--- config.mk ---
export PLATFORM = sky130hd
export DESIGN_NAME = chain_dac_port
export DESIGN_NICKNAME = d
export VERILOG_FILES = /design/src/rtl/sdac_pkg.sv /design/src/rtl/sdac_sync.sv /design/src/rtl/sdac_edge.sv /design/src/rtl/sdac_shifter.sv /design/src/rtl/chain_dac_port.sv
export SDC_FILE = /design/constraint.sdc
export NUM_CORES = 1
export LEC_CHECK = 0
export ABC_AREA = 1
export BUFFER_PORTS_ARGS = -buffer_cell sky130_fd_sc_hd__buf_2
export CAP_MARGIN = 20
export CORE_MARGIN = 4
export CORE_UTILIZATION = 55
export CTS_CLUSTER_DIAMETER = 120
export DETAILED_ROUTE_END_ITERATION = 8
export PLACE_DENSITY = 0.85
export SETUP_SLACK_MARGIN = 0.4
export SLEW_MARGIN = 15
export SYNTH_ARGS = -nofsm -noshare
export SYNTH_HDL_FRONTEND = slang
export SYNTH_SLANG_ARGS = --single-unit
--- constraint.sdc ---
create_clock -name clk -period 2.6 [get_ports clk]
set_input_delay 0.39 -clock clk [delete_from_list [all_inputs] [get_ports clk]]
set_output_delay 0.39 -clock clk [all_outputs]
set_load 0.01 [all_outputs]
--- src/rtl/sdac_pkg.sv ---
package sdac_pkg;

    typedef enum logic [1:0] {
        CMD_LOAD    = 2'b00,
        CMD_SDO_OFF = 2'b01,
        CMD_NOP     = 2'b10,
        CMD_RISE    = 2'b11
    } cmd_e;

    typedef enum logic [1:0] {
        ST_IDLE  = 2'd0,
        ST_SHIFT = 2'd1,
        ST_APPLY = 2'd2
    } state_e;

endpackage

--- src/rtl/sdac_sync.sv ---
module sdac_sync #(
    parameter int             W       = 3,
    parameter int             STAGES  = 2,
    parameter logic [W-1:0]   RST_VAL = '0
) (
    input  logic         clk,
    input  logic         rst_n,
    input  logic [W-1:0] d,
    output logic [W-1:0] q
);

    logic [STAGES-1:0][W-1:0] stg;

    always_ff @(posedge clk or negedge rst_n) begin
        if (!rst_n) begin
            stg <= {STAGES{RST_VAL}};
        end else begin
            stg <= {stg[STAGES-2:0], d};
        end
    end

    assign q = stg[STAGES-1];

endmodule

--- src/rtl/sdac_edge.sv ---
module sdac_edge (
    input  logic clk,
    input  logic rst_n,
    input  logic sclk_s,
    input  logic rise_sel,
    output logic cap_ev,
    output logic out_ev
);

    logic prev;
    logic up_ev;
    logic dn_ev;

    always_ff @(posedge clk or negedge rst_n) begin
        if (!rst_n) begin
            prev <= 1'b0;
        end else begin
            prev <= sclk_s;
        end
    end

    assign up_ev  = sclk_s & ~prev;
    assign dn_ev  = ~sclk_s & prev;
    assign cap_ev = rise_sel ? up_ev : dn_ev;
    assign out_ev = rise_sel ? dn_ev : up_ev;

endmodule

--- src/rtl/sdac_shifter.sv ---
module sdac_shifter #(
    parameter int FRAME_W = 16
) (
    input  logic               clk,
    input  logic               rst_n,
    input  logic               clr,
    input  logic               en,
    input  logic               cap_ev,
    input  logic               out_ev,
    input  logic               bit_in,
    input  logic               out_on,
    output logic [FRAME_W-1:0] word,
    output logic               full,
    output logic               bit_out
);

    localparam int CNT_W = $clog2(FRAME_W + 1);
    localparam logic [CNT_W-1:0] CNT_MAX = CNT_W'(FRAME_W);

    logic [CNT_W-1:0] cnt;

    always_ff @(posedge clk or negedge rst_n) begin
        if (!rst_n) begin
            word <= '0;
            cnt  <= '0;
        end else if (clr) begin
            cnt <= '0;
        end else if (en && cap_ev) begin
            word <= {word[FRAME_W-2:0], bit_in};
            if (cnt != CNT_MAX) begin
                cnt <= cnt + 1'b1;
            end
        end
    end

    always_ff @(posedge clk or negedge rst_n) begin
        if (!rst_n) begin
            bit_out <= 1'b0;
        end else if (!out_on) begin
            bit_out <= 1'b0;
        end else if (en && out_ev) begin
            bit_out <= word[FRAME_W-1];
        end
    end

    assign full = (cnt == CNT_MAX);

endmodule

--- src/rtl/chain_dac_port.sv ---
module chain_dac_port
    import sdac_pkg::*;
#(
    parameter int FRAME_W     = 16,
    parameter int CMD_W       = 2,
    parameter int PAD_W       = 2,
    parameter int SYNC_STAGES = 2
) (
    input  logic                             clk,
    input  logic                             rst_n,
    input  logic                             frame_n,
    input  logic                             ser_clk,
    input  logic                             ser_in,
    output logic                             ser_out,
    output logic [FRAME_W-CMD_W-PAD_W-1:0]   dac_code,
    output logic                             dac_upd,
    output logic                             rise_mode,
    output logic                             sdo_en
);

    localparam int CODE_W  = FRAME_W - CMD_W - PAD_W;
    localparam int CODE_HI = FRAME_W - CMD_W - 1;

    state_e             state;
    state_e             state_nx;
    logic [2:0]         pins_s;
    logic               fs_s;
    logic               sclk_s;
    logic               din_s;
    logic               cap_ev;
    logic               out_ev;
    logic [FRAME_W-1:0] word;
    logic               full;
    logic               shift_en;
    cmd_e               cmd;

    sdac_sync #(.W(3), .STAGES(SYNC_STAGES), .RST_VAL(3'b100)) u_sync (
        .clk   (clk),
        .rst_n (rst_n),
        .d     ({frame_n, ser_clk, ser_in}),
        .q     (pins_s)
    );

    assign fs_s   = pins_s[2];
    assign sclk_s = pins_s[1];
    assign din_s  = pins_s[0];

    sdac_edge u_edge (
        .clk      (clk),
        .rst_n    (rst_n),
        .sclk_s   (sclk_s),
        .rise_sel (rise_mode),
        .cap_ev   (cap_ev),
        .out_ev   (out_ev)
    );

    assign shift_en = (state == ST_SHIFT) && !fs_s;

    sdac_shifter #(.FRAME_W(FRAME_W)) u_shift (
        .clk     (clk),
        .rst_n   (rst_n),
        .clr     (state == ST_IDLE),
        .en      (shift_en),
        .cap_ev  (cap_ev),
        .out_ev  (out_ev),
        .bit_in  (din_s),
        .out_on  (sdo_en),
        .word    (word),
        .full    (full),
        .bit_out (ser_out)
    );

    assign cmd = cmd_e'(word[FRAME_W-1 -: CMD_W]);

    always_ff @(posedge clk or negedge rst_n) begin
        if (!rst_n) begin
            state <= ST_IDLE;
        end else begin
            state <= state_nx;
        end
    end

    always_comb begin
        state_nx = state;
        unique case (state)
            ST_IDLE:  if (!fs_s) state_nx = ST_SHIFT;
            ST_SHIFT: if (fs_s)  state_nx = ST_APPLY;
            ST_APPLY: state_nx = ST_IDLE;
            default:  state_nx = ST_IDLE;
        endcase
    end

    always_ff @(posedge clk or negedge rst_n) begin
        if (!rst_n) begin
            dac_code  <= '0;
            dac_upd   <= 1'b0;
            rise_mode <= 1'b0;
            sdo_en    <= 1'b1;
        end else begin
            dac_upd <= 1'b0;
            if (state == ST_APPLY && full) begin
                unique case (cmd)
                    CMD_LOAD: begin
                        dac_code <= word[CODE_HI -: CODE_W];
                        dac_upd  <= 1'b1;
                    end
                    CMD_SDO_OFF: sdo_en    <= 1'b0;
                    CMD_NOP:     ;
                    CMD_RISE:    rise_mode <= 1'b1;
                    default:     ;
                endcase
            end
        end
    end

endmodule

; After elaboration in Yosys (flattened, before gate mapping)
; Index checks and enable logic that the tools add are counted.
[op_classes]
n_addsub = 1
multipliers = 0
div = 0
magnitude_cmp = 0
n_eq_ne = 9
shifts = 0
n_mux = 12
bitwise = 5
reduce_logical = 15
[op_table]
columns = op, count
row1 = 5-bit 2-to-1 mux, 3
row2 = 2-bit AND reduction, 6
row3 = 1-bit 2-to-1 mux, 6
row4 = 5-bit by 1-bit adder with 5-bit output (second input constant), 1
row5 = 5-bit == test (second input constant), 1
row6 = 5-bit inequality test (second input constant), 1
row7 = 2-bit by 1-bit == test with 1-bit output (second input constant), 2
row8 = 2-bit == test (second input constant), 2
row9 = 1-bit logical AND, 4
row10 = 2-bit logical NOT, 2
row11 = 2-bit 2-to-1 mux, 2
row12 = 2-bit by 1-bit inequality test with 1-bit output (second input constant), 2
row13 = 2-bit case mux with 2 select lines, 1
row14 = 2-bit nonzero test, 2
row15 = 1-bit NOT, 3
row16 = 1-bit AND, 2
row17 = 2-bit inequality test (second input constant), 1
row18 = 1-bit logical NOT, 1
[word_totals]
register_bits = 46
latch_bits = 0
ram_bits = 0
mem_bits_ro = 0
input_bits = 5
output_inout_bits = 16
elab_cells = 53
n_memories = 0

; Longest topological paths before layout
; Gate-level depths: netlist of run 1.
[logic_depth]
ltp_word = 6
mapped_depth = 10
mapped_depth_nobuf = 9

; By module
; Synthesis of run 1 repeated with hierarchy kept, for this count alone.
[unflattened]
hier_cells = 202
area_unflattened_um2 = 1948.1
[by_module_without_submodules]
columns = mod, n_inst, cells_each, area_per_inst_um2, seq_area_each_um2
row1 = sdac_shifter, 1, 109, 1009.7, 550.5
row2 = chain_dac_port, 1, 74, 699.4, 426.7
row3 = sdac_sync, 1, 9, 175.2, 152.6
row4 = sdac_edge, 1, 10, 63.8, 25.0

; Worst setup path before layout of run 1
; No wires, ideal clock.
[synth_timing]
path_type = register to register
start = register u_shift.cnt[0]
end = register dac_code[10]
setup_time_ps = 117
t_arrival_ps = 1314
required_ps = 2483
setup_slack_ps = 1170
stages_incl_launch_ff = 11
path_buffers = 1
period_less_slack_ps = 1430
cell_sequence = dfrtp_1 > inv_1 > ha_1 > nand2_1 > inv_1 > nand2_2 > nor3_4 > nand2_4 > buf_6 > nand2_1 > nand2_1
[synth_between]
elab_chain_len = 3
[synth_rtl]
columns = item, line
row1 = "start, declared", sdac_shifter.sv:20  ; logic [CNT_W-1:0] cnt;
row2 = "start signal, assigned", sdac_shifter.sv:31  ; cnt <= cnt + 1'b1;
row3 = 5-bit == test, sdac_shifter.sv:46  ; assign full = (cnt == CNT_MAX);
row4 = 1-bit logical AND, chain_dac_port.sv:101  ; if (state == ST_APPLY && full) begin
row5 = 2-bit AND reduction (no line), -
row6 = "end signal, assigned", chain_dac_port.sv:104  ; dac_code <= word[CODE_HI -: CODE_W];
row7 = "end, declared", chain_dac_port.sv:15  ; output logic [FRAME_W-CMD_W-PAD_W-1:0] dac_code,
; Every way passes these cells.
; A chain may end at the register's enable or synchronous reset.

; Final worst setup path of run 1
[layout_timing]
start = register u_shift.cnt[0]
end = register dac_code[4]
; The elaborated chain is that of the path after synthesis.

==> out/results.txt, run 1 <==
Max H-tree Level - 2
R2R depth - 9
total track usage - 0.159
Area Growth Syn to Fin - 12.8%
f_max - 0.569 GHz
status - completed
clk sinks - 46
worst r2r dst - dac_code[4]
RD Place Congestion - 0.858
wire length per cell - 11.0 um
ys async rst share - 1.00
DRT iter0 DRCs - 104
CTS hold repair buffers - 0
Pins Over Slew Limit - 0
share of cells above drive strength 1 - 0.179
post-synth net total - 205
Mapped Area - 1870 um^2
grt met2 use - 0.244
setup violators final - 0
nets - 230
CTS tree - built
Top FF cell, synth - dfrtp_1
Hold EP - u_sync.stg[2]
Netlist cell types - 22
post-route ant nets - 0
RSZ-0062 raised after global routing - false
grt ovf - 0
Die Area - 4400 um^2
worst skew pair latency - 0.36 ns
commonest non-fill, non-tap cell in the layout - nand2_1
Mapped Cells - 198
final hold vios - 0
Yosys warning total - 0
GR met1 Demand/Resource - 0.211
Final min period - 1.76 ns
first-pass GRT wire length - 5.27 mm
reg-to-reg startpoint - u_shift.cnt[0]
core area - 3150 um^2
syn_area_per_cell - 9.45 um^2
Longest Clk Path Bufs - 2
MaxCap Viol Count - 0
Post-DP HPWL - 2.08 mm
Hold Path Cell Cnt - 1
met3 GRT Util - 0.0408
Setup Buffers After CTS - 0
Pre-antenna DRT Iters - 5
vias in the first global route - 1217
Starting Density - 0.593
most frequent cells in the layout - nand2_1, dfrtp_1, nand3_1
Yosys reg bits - 46
relative slew slack - 0.607
Top-Level Pins - 21
DR DRC count - 0
Critical Path AT - 2.02 ns
PostCTS Resize Cnt - 0
# rows - 20
Tcrit/Tclk final - 0.676
die width - 66.3 um
PD cells - 696 nW/um^2
port bufs - 20
hold_ws - 0.117 ns
R2R setup slack - 0.84 ns
Seq/Total Area, Yosys - 0.617
initial antenna violation count - 0
crit end category - flip-flop
worst ir drop on vdd - 404 uV
final WL - 2.95 mm
largest net degree at the start of global routing - 47
Slew @ Worst Pin - 0.588 ns
Critical Path RT - 2.86 ns
total CTS buffers - 5
Clock Skew - 0.00716 ns
vias per inst - 4.92
Crit Path Max Fanout - 16
clock slew seen by the registers of the worst setup and hold paths - 0.13 ns
Setup Total Neg Slack - 0 ns
path type of the worst min-delay path - primary input to flip-flop
Die Ht - 66.3 um
Root Buffer - clkbuf_4
Post-synth EDFFs - 0
antenna fix cells - 0
GRT busiest layer - met2
hold path startpoint - frame_n
WS Path Type - flip-flop to flip-flop
Leakage - 1.19 nW
Setup crit start kind - flip-flop
via count - 1318
## power by group
group          leakage [nW]  internal [W]  switching, W
Clock                0.0374      0.000202      0.000225
Combinational         0.562     0.0000602      0.000104
Sequential            0.587      0.000807     0.0000719
## state kept, by name, indices dropped and copies added, names as in the netlist, 2 cells and up
register and cells:
u_shift.word 16, dac_code 12, u_shift.cnt 5, u_sync.q 3, u_sync.stg 3, state 2
## worst max-delay path, cell delays in order (launching register included)
cell,delay [ns]
dfrtp_1,0.45
inv_1,0.08
ha_1,0.13
nand2_1,0.05
inv_1,0.06
nand2_2,0.07
nor3_4,0.46
nand2_4,0.18
nand2_1,0.11
nand2_1,0.06
## worst max path at each step
stage | from | end | slack (ns) | cells after the start
after global routing | u_shift.cnt[0] | dac_code[4] | 0.65 | 9
after floorplan | u_shift.cnt[0] | dac_code[10] | 1.17 | 10
after detailed placement | u_shift.cnt[0] | dac_code[4] | 0.86 | 9
final | u_shift.cnt[0] | dac_code[4] | 0.84 | 9
after CTS | u_shift.cnt[0] | dac_code[4] | 0.85 | 9
after global placement | u_shift.cnt[0] | dac_code[6] | 0.92 | 9
## final cells by class
| class | count | area (um^2) |
|---|---|---|
| Timing Repair Buffer | 24 | 145 |
| Clock buffer | 5 | 37.5 |
| Sequential cell | 46 | 1150 |
| Fill cell | 254 | 1040 |
| Inverter | 21 | 78.8 |
| Tap cell | 44 | 55.1 |
| Multi-Input combinational cell | 125 | 594 |
| Clock inverter | 3 | 45.0 |
## cell families after synthesis
kind of cell / after synthesis / synth area share
xor gates and xnor gates: 2 / 0.00937
DFF: 46 / 0.617
buffers and inverters: 27 / 0.0649
adders and majority gates: 2 / 0.0134
AOI/OAI and AO/OA: 17 / 0.0468
and+or+nand+nor: 104 / 0.248
## per-layer routing
layer / vias up / wire (um)
met3: 5 / 158
met4: 0 / 51
met1: 609 / 1360
met2: 31 / 1380
met5: - / 0
li1: 673 / -
## Yosys cell counts (2+ instances only)
master / number / area share
ha_1: 2 / 0.013
inv_1: 21 / 0.042
buf_2: 4 / 0.011
nand2_1: 54 / 0.11
nand3_1: 24 / 0.064
nor2_2: 2 / 0.0067
buf_6: 2 / 0.012
dfrtp_1: 43 / 0.58
a21oi_1: 8 / 0.021
xor2_1: 2 / 0.0094
nor2_1: 16 / 0.032
o21ai_0: 7 / 0.019
nand4_1: 2 / 0.0067
dfstp_2: 3 / 0.042
## stage by stage
step           instances  setup slack [ns]  cell area [um^2]  total power (W)  utilization
6_report             268             0.842              2110          0.00147        0.669
5_1_grt              268             0.647              2110          0.00157        0.669
2_1_floorplan        198              1.17              1870         0.000990            -
4_1_cts              266             0.847              2080          0.00148        0.660
3_5_place_dp         258             0.862              2000          0.00105        0.634
3_3_place_gp         258             0.918              2000          0.00104        0.634
(Power assumes the default switching activity.)
==> inputs of run 2 (changes only) <==
- ABC_AREA: 1 -> 0
- CORE_UTILIZATION: 55 -> 51
- PLACE_DENSITY: 0.85 -> 0.83
- clock period: 2.6 -> 1.6 ns (I/O delays scaled with it)
==> out/results.txt, run 2 <==
final hold vios - 0 (unchanged)
final instance area - 2540 um^2 (+20%)
Longest Clk Path Bufs - 2 (unchanged)
MaxCap Viol Count - 0 (unchanged)
WS Path Type - flip-flop to flip-flop
Yosys reg bits - 46 (unchanged)
DR DRC count - 0 (unchanged)
Synth area leader - dfrtp_1
max reg flops - 16 (unchanged)
DP Area - 2030 um^2 (+1.5%)
largest net degree at the start of global routing - 47 (unchanged)
RSZ-0062 raised after global routing - true
fin util - 0.754 (+0.0850)
Post-synth EDFFs - 0 (unchanged)
worst ir drop on vdd - 747 uV (+85%)
Layout fillers - 207 (-19%)
Largest Register - u_shift.word
crit-path cells - inv_1 -> ha_2 -> and4bb_1 -> and3b_2 -> nand2_4 -> clkbuf_16 -> mux2_4
PD cells - 834 nW/um^2 (+20%)
Largest regs - u_shift.word x16, dac_code x12, u_shift.cnt x5
DRT iter0 DRCs - 64 (-38%)
Leakage - 1.34 nW (+13%)
post-route ant nets - 0 (unchanged)
Yosys warning total - 0 (unchanged)
syn_area_per_cell - 15.1 um^2 (+60%)
Tcrit/Tclk final - 1.07 (+0.399)
total CTS buffers - 5 (unchanged)
hold path startpoint - u_sync.stg[1]
Setup crit start kind - flip-flop
Critical Path RT - 1.86 ns (-1.00 ns)
top cell type's share of synthesized area - 0.598 (+0.0228)
most frequent cells in the layout - dfrtp_1, mux2_4, buf_2
R2R setup slack - -0.12 ns (-0.96 ns)
Die Area - 4540 um^2 (+3.3%)
CP max-delay cell - dfrtp_1
Area Growth Syn to Fin - 41.0%
Netlist cell types - 25 (+14%)
# rows - 21 (+5.0%)
total track usage - 0.181 (+0.0220)
Non-Filler Instances - 222 (-17%)
Seq/Total Area, Yosys - 0.642 (+0.0245)
vias per inst - 5.32 (+8.2%)
f_max - 0.582 GHz (+2.2%)
nets - 182 (-21%)
Mapped Cells - 119 (-40%)
Root Buffer - clkbuf_4
count leader, synth - dfrtp_1
synth cell count leaders - dfrtp_1, mux2_2, mux2_4, o21ai_0
post-synth net total - 126 (-39%)
RD Place Congestion - 0.728 (-15%)
share of cells above drive strength 1 - 0.602 (+0.424)
crit end category - flip-flop
path type of the worst min-delay path - flip-flop to flip-flop
status - finished, violations left
reg-to-reg startpoint - u_shift.cnt[0]
R2R depth - 7 (-2)
setup violators final - 21 (+21)
Starting Density - 0.535 (-0.0583)
die width - 67.4 um (+1.6%)
Pre-antenna DRT Iters - 4 (-1)
Top-Level Pins - 21 (unchanged)
Largest stage delay, worst path - 0.40 ns (-0.06 ns)
clock slew seen by the registers of the worst setup and hold paths - 0.14 ns (about the same)
synth top area cells - dfrtp_1, mux2_2, mux2_4
Mapped Area - 1800 um^2 (-3.8%)
Hold Path Cell Cnt - 0 (-1)
Critical Path AT - 1.98 ns (-0.04 ns)
Max H-tree Level - 2 (unchanged)
Clock Skew - 0.0130 ns (+0.00585 ns)
Die Ht - 67.4 um (+1.6%)
vias in the first global route - 1212 (-0.41%)
post-route setup slack - -0.120 ns (-0.962 ns)
Top FF cell, synth - dfrtp_1
antenna fix cells - 0 (unchanged)
port bufs - 20 (unchanged)
via count - 1181 (-10%)
initial antenna violation count - 0 (unchanged)
Slew @ Worst Pin - 0.553 ns (-0.0350 ns)
Pins Over Slew Limit - 0 (unchanged)
core area - 3360 um^2 (+6.7%)
hold_ws - 0.361 ns (+0.244 ns)
final WL - 4.15 mm (+40%)
commonest non-fill, non-tap cell in the layout - dfrtp_1
Post-DP HPWL - 1.94 mm (-6.8%)
Final min period - 1.72 ns (-0.0383 ns)
failing checks - setup timing
wire length per cell - 18.7 um (+70%)
ys async rst share - 1.00 (unchanged)
first-pass GRT wire length - 5.90 mm (+12%)
worst r2r dst - dac_code[4]
Hold EP - u_sync.q[1]
relative slew slack - 0.632 (+0.0246)
worst skew pair latency - 0.37 ns (about the same)
clk sinks - 46 (unchanged)
CTS tree - built
grt ovf - 0 (unchanged)
Crit Path Max Fanout - 6 (-10)
dpl cells - 189 (-27%)
## run 2: layout make-up
class                      count  area, um^2  share of cell area
clock buffer                   5        37.5              0.0148
clock inverter                 3        43.8              0.0173
inverter                       4        15.0             0.00592
multi-input combinational     65         764               0.301
sequential                    46        1160               0.457
tap                           46        57.6              0.0227
timing repair buffer          53         460               0.181
## run 2: logic make-up after synthesis
logic type | count (synthesis) | share of synthesized area
AOI/OAI and AO/OA | 12 | 0.0403
adders and majority gates | 2 | 0.0139
buffers and inverters | 8 | 0.0222
DFF | 46 | 0.642
muxes | 31 | 0.211
and+or+nand+nor | 20 | 0.0709
## run 2: report_power, final
group	total (W)	switching [W]	internal [W]
logic	0.000158	0.0000629	0.0000955
clock network	0.000706	0.000374	0.000332
registers	0.00125	0.0000392	0.00121
total	0.00212	0.000476	0.00164
## run 2: repair_timing
action	4_1_cts	5_1_grt
setup buffers	10	9
setup endpoints to repair	38	43
endpoints found under the hold margin	46	0
cloned	1	1
pin swaps	7	6
hold buffers	4	0
gates resized for setup	41	12
## run 2: worst max path at each step
stage | from | to | depth (start not counted)
global route | u_shift.cnt[0] | dac_code[4] | 7
finish | u_shift.cnt[0] | dac_code[4] | 7
detailed placement | u_shift.cnt[1] | dac_code[1] | 7
CTS | u_shift.cnt[0] | dac_code[1] | 7
floorplan | u_shift.cnt[0] | dac_code[10] | 7
global placement | u_shift.cnt[1] | dac_code[2] | 7
## run 2: metal layers
| layer | track usage | part of all wire | vias to the layer above |
|---|---|---|---|
| met5 | 0 | 0 | - |
| met4 | 0.0684 | 0.038 | 0 |
| met3 | 0.0549 | 0.043 | 15 |
| met2 | 0.310 | 0.50 | 46 |
| met1 | 0.214 | 0.42 | 591 |
| li1 | - | - | 529 |
## run 2: through the flow
step                      TNS [ns]  worst slack, ns  total power [W]
after floorplan             -0.717          -0.0797          0.00131
after global placement      -0.445          -0.0409          0.00135
after detailed placement    -0.787          -0.0793          0.00136
after CTS                   -0.809          -0.0850          0.00212
after global routing         -2.27           -0.171          0.00219
final                        -1.40           -0.120          0.00212
## run 2: worst max-delay path: cells and delay by family, from the launching register on
| family | cells | cell delay, ns |
|---|---|---|
| buffers and inverters | 2 | 0.23 |
| DFF | 1 | 0.40 |
| muxes | 1 | 0.29 |
| and+or+nand+nor | 3 | 0.53 |
| adders and majority gates | 1 | 0.15 |
